===== src/rtl/tdm_chain_pkg.sv =====
package tdm_chain_pkg;
  localparam int SLOT_W = 32;
  localparam int WORD_W = 2 * SLOT_W;

  typedef enum logic {
    ROLE_SLAVE  = 1'b0,
    ROLE_MASTER = 1'b1
  } clk_role_e;
endpackage


===== src/rtl/tdm_clk_unit.sv =====
module tdm_clk_unit
  import tdm_chain_pkg::*;
#(
  parameter int HALF_DIV   = 4,
  parameter int FRAME_BITS = 256
) (
  input  logic clk,
  input  logic rst_n,
  input  logic master_en,
  input  logic ext_bclk,
  input  logic ext_fs,
  input  logic tdm_in,
  output logic rise_stb,
  output logic fall_stb,
  output logic fs_int,
  output logic din_int,
  output logic bclk_o,
  output logic fs_o
);
  localparam int DIV_W = (HALF_DIV > 1) ? $clog2(HALF_DIV) : 1;
  localparam int IDX_W = (FRAME_BITS > 1) ? $clog2(FRAME_BITS) : 1;
  localparam logic [DIV_W-1:0] DIV_LAST = DIV_W'(HALF_DIV - 1);
  localparam logic [IDX_W-1:0] IDX_LAST = IDX_W'(FRAME_BITS - 1);

  clk_role_e role;
  assign role = clk_role_e'(master_en);

  // master-side bit clock and frame counter
  logic [DIV_W-1:0] div_cnt;
  logic [IDX_W-1:0] bit_idx;
  logic             gen_bclk;
  logic             gen_fs;

  always_ff @(posedge clk or negedge rst_n) begin
    if (!rst_n) begin
      div_cnt  <= '0;
      gen_bclk <= 1'b1;
      bit_idx  <= '0;
    end else if (role == ROLE_MASTER) begin
      if (div_cnt == DIV_LAST) begin
        div_cnt  <= '0;
        gen_bclk <= ~gen_bclk;
        if (gen_bclk) begin
          bit_idx <= (bit_idx == IDX_LAST) ? '0 : bit_idx + 1'b1;
        end
      end else begin
        div_cnt <= div_cnt + 1'b1;
      end
    end
  end

  assign gen_fs = (bit_idx == IDX_LAST);

  // slave-side synchronisers, chain input always synchronised
  logic [1:0] bclk_sy;
  logic [1:0] fs_sy;
  logic [1:0] din_sy;
  logic       bclk_prev;
  logic       bclk_int;

  always_ff @(posedge clk or negedge rst_n) begin
    if (!rst_n) begin
      bclk_sy <= 2'b11;
      fs_sy   <= 2'b00;
      din_sy  <= 2'b00;
    end else begin
      bclk_sy <= {bclk_sy[0], ext_bclk};
      fs_sy   <= {fs_sy[0], ext_fs};
      din_sy  <= {din_sy[0], tdm_in};
    end
  end

  assign bclk_int = (role == ROLE_MASTER) ? gen_bclk : bclk_sy[1];
  assign fs_int   = (role == ROLE_MASTER) ? gen_fs   : fs_sy[1];
  assign din_int  = din_sy[1];

  always_ff @(posedge clk or negedge rst_n) begin
    if (!rst_n) bclk_prev <= 1'b1;
    else        bclk_prev <= bclk_int;
  end

  assign rise_stb = bclk_int & ~bclk_prev;
  assign fall_stb = ~bclk_int & bclk_prev;

  assign bclk_o = (role == ROLE_MASTER) ? gen_bclk : ext_bclk;
  assign fs_o   = (role == ROLE_MASTER) ? gen_fs   : ext_fs;

  // generated frame sync starts together with a falling bit clock
  p_fs_at_fall_r7 : assert property (@(posedge clk) disable iff (!rst_n)
    (master_en && $rose(gen_fs)) |-> $fell(gen_bclk));
endmodule


===== src/rtl/tdm_pair_hold.sv =====
module tdm_pair_hold
  import tdm_chain_pkg::*;
#(
  parameter int SAMPLE_W = 24
) (
  input  logic                clk,
  input  logic                rst_n,
  input  logic                s_valid,
  output logic                s_ready,
  input  logic [SAMPLE_W-1:0] s_left,
  input  logic [SAMPLE_W-1:0] s_right,
  input  logic                load,
  output logic [WORD_W-1:0]   word_o
);
  localparam int PAD_W = SLOT_W - SAMPLE_W;

  logic [SAMPLE_W-1:0] left_q;
  logic [SAMPLE_W-1:0] right_q;
  logic                full;
  logic                accept;

  assign s_ready = ~full;
  assign accept  = s_valid & ~full;

  always_ff @(posedge clk or negedge rst_n) begin
    if (!rst_n) begin
      left_q  <= '0;
      right_q <= '0;
      full    <= 1'b0;
    end else begin
      if (accept) begin
        left_q  <= s_left;
        right_q <= s_right;
        full    <= 1'b1;
      end else if (load) begin
        full <= 1'b0;
      end
    end
  end

  generate
    if (PAD_W > 0) begin : g_pad
      assign word_o = {left_q, {PAD_W{1'b0}}, right_q, {PAD_W{1'b0}}};
    end else begin : g_nopad
      assign word_o = {left_q, right_q};
    end
  endgenerate

  // a handshake closes the slot on the next cycle
  p_ready_blocks_r5 : assert property (@(posedge clk) disable iff (!rst_n)
    (s_valid && s_ready) |=> !s_ready);
  // a load of a full slot reopens it
  p_slot_free_r5 : assert property (@(posedge clk) disable iff (!rst_n)
    (load && !s_ready) |=> s_ready);
  // without a handshake the held pair stays as it was
  p_hold_keep_r6 : assert property (@(posedge clk) disable iff (!rst_n)
    !(s_valid && s_ready) |=> $stable(word_o));
endmodule


===== src/rtl/tdm_frame_shifter.sv =====
module tdm_frame_shifter
  import tdm_chain_pkg::*;
(
  input  logic              clk,
  input  logic              rst_n,
  input  logic              rise_stb,
  input  logic              fall_stb,
  input  logic              fs_in,
  input  logic              ser_in,
  input  logic [WORD_W-1:0] par_word,
  output logic              ser_out,
  output logic              load_stb
);
  logic [WORD_W-1:0] sr;
  logic              fs_seen;
  logic              bit_cap;

  always_ff @(posedge clk or negedge rst_n) begin
    if (!rst_n) begin
      sr      <= '0;
      fs_seen <= 1'b0;
      bit_cap <= 1'b0;
    end else begin
      if (rise_stb) begin
        fs_seen <= fs_in;
        bit_cap <= ser_in;
      end
      if (fall_stb) begin
        if (fs_seen) sr <= par_word;
        else         sr <= {sr[WORD_W-2:0], bit_cap};
      end
    end
  end

  assign load_stb = fall_stb & fs_seen;
  assign ser_out  = sr[WORD_W-1];

  // after a load the output shows the MSB of the loaded word
  p_load_msb_r3 : assert property (@(posedge clk) disable iff (!rst_n)
    (fall_stb && fs_seen) |=> (ser_out == $past(par_word[WORD_W-1])));
  // the output moves only on a falling bit-clock edge
  p_out_on_fall_r4 : assert property (@(posedge clk) disable iff (!rst_n)
    !fall_stb |=> $stable(ser_out));
endmodule


===== src/rtl/tdm_chain_tx.sv =====
module tdm_chain_tx
  import tdm_chain_pkg::*;
#(
  parameter int SAMPLE_W  = 24,
  parameter int CHAIN_DEV = 4,
  parameter int HALF_DIV  = 4
) (
  input  logic                clk,
  input  logic                rst_n,
  input  logic                master_en,
  input  logic                ext_bclk,
  input  logic                ext_fs,
  input  logic                tdm_in,
  input  logic                s_valid,
  output logic                s_ready,
  input  logic [SAMPLE_W-1:0] s_left,
  input  logic [SAMPLE_W-1:0] s_right,
  output logic                bclk_o,
  output logic                fs_o,
  output logic                sdata_o
);
  localparam int FRAME_BITS = CHAIN_DEV * WORD_W;

  logic              rise_stb;
  logic              fall_stb;
  logic              fs_int;
  logic              din_int;
  logic              load_stb;
  logic [WORD_W-1:0] held_word;

  tdm_clk_unit #(
    .HALF_DIV  (HALF_DIV),
    .FRAME_BITS(FRAME_BITS)
  ) u_clk (
    .clk      (clk),
    .rst_n    (rst_n),
    .master_en(master_en),
    .ext_bclk (ext_bclk),
    .ext_fs   (ext_fs),
    .tdm_in   (tdm_in),
    .rise_stb (rise_stb),
    .fall_stb (fall_stb),
    .fs_int   (fs_int),
    .din_int  (din_int),
    .bclk_o   (bclk_o),
    .fs_o     (fs_o)
  );

  tdm_pair_hold #(
    .SAMPLE_W(SAMPLE_W)
  ) u_hold (
    .clk    (clk),
    .rst_n  (rst_n),
    .s_valid(s_valid),
    .s_ready(s_ready),
    .s_left (s_left),
    .s_right(s_right),
    .load   (load_stb),
    .word_o (held_word)
  );

  tdm_frame_shifter u_shift (
    .clk     (clk),
    .rst_n   (rst_n),
    .rise_stb(rise_stb),
    .fall_stb(fall_stb),
    .fs_in   (fs_int),
    .ser_in  (din_int),
    .par_word(held_word),
    .ser_out (sdata_o),
    .load_stb(load_stb)
  );
endmodule


===== config.mk =====
export PLATFORM = sky130hd
export DESIGN_NAME = tdm_chain_tx
export DESIGN_NICKNAME = d
export VERILOG_FILES = /design/src/rtl/tdm_chain_pkg.sv /design/src/rtl/tdm_clk_unit.sv /design/src/rtl/tdm_pair_hold.sv /design/src/rtl/tdm_frame_shifter.sv /design/src/rtl/tdm_chain_tx.sv
export SDC_FILE = /design/constraint.sdc
export NUM_CORES = 1
export LEC_CHECK = 0
export BUFFER_PORTS_ARGS = -buffer_cell sky130_fd_sc_hd__buf_2
export CAP_MARGIN = 15
export CORE_MARGIN = 4
export CORE_UTILIZATION = 40
export DETAILED_ROUTE_END_ITERATION = 12
export SYNTH_ARGS = -nofsm -noshare
export SYNTH_HDL_FRONTEND = slang
export SYNTH_SLANG_ARGS = --single-unit

===== constraint.sdc =====
create_clock -name clk -period 3.6 [get_ports clk]
set_input_delay 0.18 -clock clk [delete_from_list [all_inputs] [get_ports clk]]
set_output_delay 0.18 -clock clk [all_outputs]
set_load 0.01 [all_outputs]

[Word-level counts from Yosys, hierarchy flattened]
Cells that the tools add are included.
Operators by class
  multiplexer cells: 9
  reduce and logical (&&, ||, !) cells: 3
  bitwise operators: 8
  $add $sub $neg: 2
  equality and inequality tests: 2
Operators with widths (count)
  64-bit two-way mux: 1
  8-bit by 1-bit adder with 8-bit output, second input constant: 1
  8-bit == test, second input constant: 1
  8-bit two-way mux: 1
  1-bit two-way mux: 6
  1-bit bitwise AND: 4
  1-bit inverter: 4
  3-bit AND reduction: 1
  2-bit by 1-bit adder with 2-bit output, second input constant: 1
  2-bit == test, second input constant: 1
  2-bit two-way mux: 1
  2-bit AND reduction: 1
  2-bit nonzero test: 1
Storage, ports and cells
  output and inout port bits: 4
  register bits after elaboration: 133

[Logic depth before layout (Yosys ltp)]
Gate-level depths: netlist (run 1).
  depth after elaboration: 6
  mapped depth: 4
  mapped depth without buffers: 4

[Modules after synthesis]
A second synthesis (run 1) with hierarchy kept.
Unflattened totals
  cells, all modules: 468
  area, all modules: 5830.6 um2
Modules (own cells, without submodules)
  tdm_frame_shifter: area an instance 3059.2 um2, times used 1, cells each 283, seq. area each 1651.6 um2
  tdm_pair_hold: area an instance 1998.2 um2, times used 1, cells each 122, seq. area each 1226.2 um2
  tdm_clk_unit: area an instance 773.2 um2, times used 1, cells each 63, seq. area each 455.4 um2

[Worst setup path after synthesis (run 1)]
Ideal clock, no wire load.
  kind: register -> register
  start: register u_clk.bclk_prev
  end: register u_shift.sr[11]
  required time: 3459 ps
  arrival: 1319 ps
  setup time: 141 ps
  slack: 2140 ps
  period minus slack after synthesis: 1460 ps
  buffers on the path: 3
  stages on the path, launching flop included: 5
  cells stage by stage: dfstp_2 buf_2 buf_1 clkbuf_1 a31oi_1
On the way
  cells in the longest elaborated chain, start to end: 1
Ends and longest elaborated chain
  start, declared: line tdm_clk_unit.sv:58  | logic bclk_prev;
  start signal, assigned: line tdm_clk_unit.sv:79  | else bclk_prev <= bclk_int;
  1-bit bitwise AND: line tdm_clk_unit.sv:83  | assign fall_stb = ~bclk_int & bclk_prev;
  end signal, assigned: line tdm_frame_shifter.sv:29  | if (fs_seen) sr <= par_word;
  end signal, assigned: line tdm_frame_shifter.sv:30  | else sr <= {sr[WORD_W-2:0], bit_cap};
  end, declared: line tdm_frame_shifter.sv:14  | logic [WORD_W-1:0] sr;
No other way between the ends.
A chain may end at the register's enable or synchronous reset.

[Worst setup path in the final report (run 1)]
  start: register u_hold.full
  end: register u_hold.left_q[11]
On the way
  cells in the longest elaborated chain, start to end: 2
Ends and longest elaborated chain
  start, declared: line tdm_pair_hold.sv:19  | logic full;
  start signal, assigned: line tdm_pair_hold.sv:29  | full <= 1'b0;
  start signal, assigned: line tdm_pair_hold.sv:34  | full <= 1'b1;
  start signal, assigned: line tdm_pair_hold.sv:36  | full <= 1'b0;
  1-bit inverter: line tdm_pair_hold.sv:23  | assign accept = s_valid & ~full;
  1-bit bitwise AND: line tdm_pair_hold.sv:23
  end signal, assigned: line tdm_pair_hold.sv:32  | left_q <= s_left;
  end, declared: line tdm_pair_hold.sv:17  | logic [SAMPLE_W-1:0] left_q;
No other way between the ends.

==> metrics.cfg, run 1 <==
[synth]
yosysSeqAreaShare_pct=58.47
synth_compound_area_share_pct=10.89
synth_area_leaders=dfrtp_1 (57%), mux2_2 (11%), mux2i_1 (8.4%), a31oi_1 (5.3%), a21oi_1 (4.4%)
synth_area_per_cell_um2=12.75
synth.distinct_cells=35
syn_inst=447
syn-num-nets=504
yosys.area_share.simple_pct=4.192
synth_top_family_by_area=multiplexers
synth_top_area_cell=dfrtp_1
ys.flop_type=dfrtp_1
synth_top_area_share_pct=56.63
synthArstFlopShare_pct=100.0
synthAdderAreaFrac_pct=0.4390
synth_xor_area_share_pct=0.6146
muxShareOfSynthArea_pct=22.26
synth-warning-count=0
synth_edf_count=0
synth-seq-cells=133
syn-cell-area_um2=5700

[sta]
tns_ns=0
slew_headroom_pct=32.25
finalSetupViolCount=0
maxSlewViolCount=0
finalCriticalPeriod_ns=1.963
grt_setup_unrepaired=false
skew_ns=0.01073
finalHoldViolCount=0
period_share_pct=54.51
tightest_slew_ns=1.016
setup_slack_ns=1.638
max_freq_ghz=0.5096

[cts]
cts_tree=yes
postCtsSetupRepairBufs=0
insertion_delay_ns=0.42
cts_buffer_depth=2
cts_root_buf=clkbuf_16
numCtsBuffers=17
cts-htree-levels=4
path_clk_slew_ns=0.05
cts_sinks=133

[global_route]
grt_pass1_wl_mm=18.64
antenna_found_initial=0
grt_max_degree=112
overflow=0
grt_pass1_vias=3756
track_usage_pct=14.59

[cells_and_area]
layout_common_cells=dfrtp_1 (128), mux2_2 (58), buf_2 (57)
multi_input_area_um2=2196
num-fill-cells=1188
area_growth_pct=26.23
drive_gt1_share_pct=28.93
final_cells=733
regArea_um2=3341
nets=597
design_area_um2=7196
diodes=0
final_common_cell=dfrtp_1

[pwr]
power_density_nw_per_um2=845.5
p_leak_uw=0.003206
peakVddDrop_mv=0.4689
finalPower_uw=6084

[route]
drt-met1-wl_mm=5.099
top_layer_used=met4
viasPerCell=5.207
vias=3817
drtPass1Iterations=4
wl_met3_um=442
drt_iter0_drc=285
drc=0
wire_per_inst_um=14.93
routed-wl-met2_mm=5.249
ant_nets=0
drt-total-wl_mm=10.95

[placed_design]
post-dp-hpwl_mm=6.432
pre_cts_ws_ns=1.604
placed_area_um2=6131
gp_congestion=0.7130
placement.io_buffers=58
dpl.cell_count=655

[setup_path]
cp_slowest_cell=nor2b_4
startpoint_type=flip-flop
cp_cell_sequence=nor2b_4 > buf_4 > mux2_2
end_kind=flip-flop
slowest_delay_ns=0.55
critPathKind=reg2reg
critPathMaxFanout=26
cp_data_arrival_time_ns=2.26
required_ns=3.90

[job]
drv_cap=0

[hold_path]
hold_class=in2reg

[die]
initial_core_util_pct=40.91
rows=43
fp.dieH_um=127.4
coreArea_um2=13930
io_pins=59
die_x_um=127.4
die_area_um2=16230

[outcome]
run_status=complete, no violations

## through the flow
step                hold slack, ns  util [%]
floorplan                  -0.1156         -
global placement            0.2932     44.00
detailed placement          0.2899     44.00
CTS                       0.001427     51.64
global route              0.003211     51.64
finish                     0.01961     51.64
## flip-flops by register name (all words and copies together) (netlist names)
signal           count
u_hold.full          1
u_hold.right_q      24
u_shift.sr          64
u_clk.bclk_prev      1
u_clk.bclk_sy        2
u_clk.gen_bclk       1
u_shift.bit_cap      1
u_shift.fs_seen      1
u_clk.fs_sy          2
u_clk.bit_idx        8
u_clk.div_cnt        2
u_hold.left_q       24
u_clk.din_sy         2
## worst max-delay path: cells and delay by family (launching register included)
kind | cells | cell delay [ns]
buf+inv | 1 | 0.47
flops | 1 | 0.42
mux | 1 | 0.39
simple gates | 1 | 0.55
## layout make-up
class / instances / share of cell area, %
Clock inverter: 8 / 1.704
Clock buffer: 24 / 6.694
Tap cell: 180 / 3.130
Inverter: 6 / 0.3130
Timing Repair Buffer: 109 / 11.22
Sequential cell: 133 / 46.43
Multi-Input combinational cell: 273 / 30.52
## where the power goes
part | internal (uW) | total (uW) | switching (uW)
sequential | 2160 | 2710 | 550
combinational | 928 | 1620 | 694
clock | 1140 | 1760 | 615
## path summary, 6_finish.rpt
path,start,to,slack (ns),cells after the start
min in group asynchronous,rst_n,u_hold.left_q[11]$_DFFE_PN0P_,0.49,2
worst min register to register,u_clk.fs_sy[0]$_DFF_PN0_,u_clk.fs_sy[1]$_DFF_PN0_,0.35,0
max in group asynchronous,rst_n,u_clk.bclk_sy[0]$_DFF_PN1_,2.29,3
worst max register to register,u_hold.full$_DFFE_PN0P_,u_hold.left_q[11]$_DFFE_PN0P_,1.64,3
worst min-delay path,s_left[9],u_hold.left_q[9]$_DFFE_PN0P_,0.02,2
worst max-delay path,u_hold.full$_DFFE_PN0P_,u_hold.left_q[11]$_DFFE_PN0P_,1.64,3
## repair_timing
| action | 4_1_cts | 5_1_grt |
|---|---|---|
| endpoints found under the hold margin | 152 | 0 |
| gates resized for setup | 0 | 0 |
| hold buffers | 46 | 0 |
## routing by layer
layer	GRT usage, %	vias to the layer above
met5	0	-
li1	-	1817
met1	19.21	1910
met4	5.868	0
met2	22.24	78
met3	4.933	12
## logic make-up after synthesis
group	after synthesis
buffers and inverters	41
and+or+nand+nor	42
muxes	117
xor gates and xnor gates	4
DFF	133
AOI/OAI and AO/OA	108
adders and majority gates	2
## synthesized netlist by cell type, drive strengths merged (3+ instances only)
library cell and n:
nor2b 17, dfstp 4, nor2 4, clkbuf 18
buf 17, nand2 6, nor3 4, a21oi 50
nand4 4, mux2 68, a31oi 48, mux2i 49
o21ai 3, dfrtp 129, inv 6
(Power assumes the default switching activity.)
==> run 2, diff against run 1 <==
--- a/config.mk
+++ b/config.mk
@@ -5,6 +5,7 @@
 export SDC_FILE = /design/constraint.sdc
 export NUM_CORES = 1
 export LEC_CHECK = 0
+export ABC_AREA = 1
 export BUFFER_PORTS_ARGS = -buffer_cell sky130_fd_sc_hd__buf_2
 export CAP_MARGIN = 15
 export CORE_MARGIN = 4
==> constraint.sdc (replaced) <==
create_clock -name clk -period 1.7 [get_ports clk]
set_input_delay 0.085 -clock clk [delete_from_list [all_inputs] [get_ports clk]]
set_output_delay 0.085 -clock clk [all_outputs]
set_load 0.01 [all_outputs]
==> run 2 against run 1 <==
  * Worst setup slack got worse by 1.5 ns
  * Largest power group unchanged
  * Flip-flop and latch count did not move
  * Non-clock buffer count rose by 15
  * Final cell count rose by 18%
  * Clock power rose by 100%
  * Sequential power rose by 93%
  * Die area rose by 1.4%
  * Via count rose by 7.1%
  * First-iteration DRC count fell by 19%
==> metrics.cfg, run 2 <==
[setup_path]
end_kind=output pin
crit_buf_inv=1  ; unchanged
crit_start=u_clk.bit_idx[1]$_DFFE_PN0P_
path_common_cell=nand2_1
slowest_delay_ns=0.35  ; -0.20 ns
cp_data_arrival_time_ns=1.49  ; -0.77 ns
required_ns=1.62  ; -2.28 ns
cpLargestDelayFamily=simple AND/OR/NAND/NOR gates
cp_slowest_cell=dfrtp_1
cp_cell_sequence=ha_1 > nand2_1 > nor2_2 > nand3_2 > nand2_1 > buf_2
timing.rr.start=u_clk.gen_bclk$_DFFE_PN1P_
startpoint_type=flip-flop
critPathMaxFanout=3  ; -88%
critPathKind=reg2out

[cells_and_area]
area_growth_pct=27.90
diodes=0  ; unchanged
drive_gt1_share_pct=26.46  ; -2.5 points
nets=728  ; +22%
num-fill-cells=1256  ; +5.7%
top_regs=u_shift.sr (64), u_hold.left_q (24), u_hold.right_q (24)
final_common_cell=nand2_1
layout_common_cells=nand2_1 (140), dfrtp_1 (128), buf_2 (57)
final_cells=864  ; +18%
largest_register_ffs=64  ; unchanged
design_area_um2=7398  ; +2.8%
top_register=u_shift.sr

[synth]
synth.most_common_cell=nand2_1
syn-cell-area_um2=5784  ; +1.5%
syn-num-nets=616  ; +22%
synth_top_area_share_pct=55.81  ; -0.82 points
ys.flop_type=dfrtp_1
synth-seq-cells=133  ; unchanged
synth_common_cells=nand2_1 (140), dfrtp_1 (129), o21ai_2 (46), o21ai_0 (44), nor2_1 (34)
synth_area_leaders=dfrtp_1 (56%), nand2_1 (9.1%), o21ai_2 (7.0%), mux2_2 (4.7%), mux2i_1 (4.0%)
synth-warning-count=0  ; unchanged
synth_area_per_cell_um2=10.35  ; -19%
yosysSeqAreaShare_pct=57.62  ; -0.85 points
synth.distinct_cells=27  ; -23%
synthArstFlopShare_pct=100.0  ; unchanged
synth_top_area_cell=dfrtp_1
synth_edf_count=0  ; unchanged
syn_inst=559  ; +25%

[global_route]
antenna_found_initial=0  ; unchanged
track_usage_pct=14.61  ; +0.025 points
grt_pass1_vias=4279  ; +14%
grt_max_degree=47  ; -58%
overflow=0  ; unchanged
grt_pass1_wl_mm=19.32  ; +3.6%

[placed_design]
dpl.cell_count=777  ; +19%
post-dp-hpwl_mm=7.037  ; +9.4%
placement.io_buffers=58  ; unchanged
placed_area_um2=6271  ; +2.3%
gp_congestion=0.7358  ; +3.2%

[sta]
finalSetupViolCount=0  ; unchanged
finalCriticalPeriod_ns=1.578
tns_ns=0  ; unchanged
skew_ns=0.01371  ; +0.002983 ns
finalHoldViolCount=0  ; unchanged
hold_ws_ns=0.02214  ; +0.002533 ns
slew_headroom_pct=76.12  ; +44 points
grt_setup_unrepaired=false
tightest_slew_ns=0.3582  ; -0.6580 ns
maxSlewViolCount=0  ; unchanged
max_freq_ghz=0.6336
period_share_pct=92.83

[route]
drc=0  ; unchanged
vias=4089  ; +7.1%
drtPass1Iterations=4  ; unchanged
wire_per_inst_um=12.49  ; -16%
viasPerCell=4.733  ; -9.1%
drt-total-wl_mm=10.79  ; -1.4%
ant_nets=0  ; unchanged
drt_iter0_drc=231  ; -19%

[hold_path]
worstHoldStart=master_en
hold_class=in2reg

[die]
fp.dieH_um=128.3  ; +0.68%
coreArea_um2=14040  ; +0.77%
rows=43  ; unchanged
io_pins=59  ; unchanged
die_area_um2=16450  ; +1.4%
initial_core_util_pct=41.19  ; +0.28 points
die_x_um=128.3  ; +0.68%

[pwr]
power_density_nw_per_um2=1692  ; +100%
p_leak_uw=0.003441  ; +7.3%
peakVddDrop_mv=0.8889  ; +90%

[cts]
numCtsBuffers=17  ; unchanged
cts_buffer_depth=2  ; unchanged
insertion_delay_ns=0.42  ; about the same
path_clk_slew_ns=0.05  ; about the same
cts-htree-levels=4  ; unchanged
cts_root_buf=clkbuf_16
cts_tree=yes
cts_sinks=133  ; unchanged

[outcome]
run_status=complete, no violations

[job]
drv_cap=0  ; unchanged

-- run 2: cell types whose count changed in the layout (fill, tap and decap cells not counted), moves of 29 or more --
cell | previous run | this run
a31oi_1 | 48 | 0
mux2_2 | 58 | 24
nand2_1 | 4 | 140
nor2_1 | 4 | 33
o21ai_0 | 3 | 44
o21ai_2 | 0 | 46
-- run 2: area by class of cell --
cell class / instances / area [um2] / share of cell area (%)
clock buffers: 28 / 506.7 / 6.849
clock inverters: 4 / 70.07 / 0.9471
inverters: 34 / 130.1 / 1.759
multi-input cells: 361 / 2085 / 28.18
flip-flops and latches: 133 / 3334 / 45.07
well taps: 180 / 225.2 / 3.044
repair buffers: 124 / 1047 / 14.16
-- run 2: path summary, 6_finish.rpt --
check	to	slack, ns	cells past startpoint
worst max-delay path	fs_o	0.12	6
worst min-delay path	u_clk.div_cnt[1]$_DFFE_PN0P_	0.02	3
worst max register to register	u_shift.sr[39]$_DFFE_PN0P_	0.34	5
worst min register to register	u_clk.din_sy[1]$_DFF_PN0_	0.35	0
max in group asynchronous	u_shift.sr[39]$_DFFE_PN0P_	0.95	3
min in group asynchronous	u_shift.sr[60]$_DFFE_PN0P_	0.13	2
-- run 2: timing repair --
action / in CTS / in global routing
setup endpoints to repair: 0 / 1
setup buffers: 0 / 3
hold buffers: 52 / 0
endpoints found under the hold margin: 184 / 0
gates resized for setup: 0 / 2
-- run 2: worst min-delay path: cells and delay by family --
| family | cells | cell delay, ns |
|---|---|---|
| buffers and inverters | 1 | 0.18 |
| and+or+nand+nor | 2 | 0.13 |
-- run 2: per-stage QoR --
step	worst slack, ns	utilization, %	power (uW)
after detailed placement	0.3455	44.66	8946
final	0.1218	52.69	12520
after global placement	0.3888	44.66	8739
after floorplan	0.5115	-	8074
after global routing	0.008397	52.69	13490
after CTS	0.01050	52.47	12660
-- run 2: power breakdown --
| part | switching (uW) | internal, uW | total [uW] |
|---|---|---|---|
| clock network | 1250 | 2310 | 3560 |
| registers | 676 | 4550 | 5230 |
| logic | 2000 | 1720 | 3720 |
-- run 2: kinds of logic (layout without fill, tap and decap cells) --
logic type               count (synthesis)  count (layout)  share of synthesized area [%]
buffers and inverters                   65             190                          6.468
flip-flops                             133             133                          57.62
adder cells (fa/ha/maj)                  2               2                         0.4326
XOR/XNOR                                 1               1                         0.1514
multiplexers                            47              47                          8.652
AND/OR/NAND/NOR                        188             188                          13.00
AO/OA/AOI/OAI                          123             123                          13.67
-- run 2: per-layer routing --
metal  track usage [%]  routed length, um  vias up
met3             3.792                326       19
met5                 0                  0        -
met4             7.241                253        0
met2             23.90               5373       60
met1             17.90               4836     1959
li1                  -                  -     2051
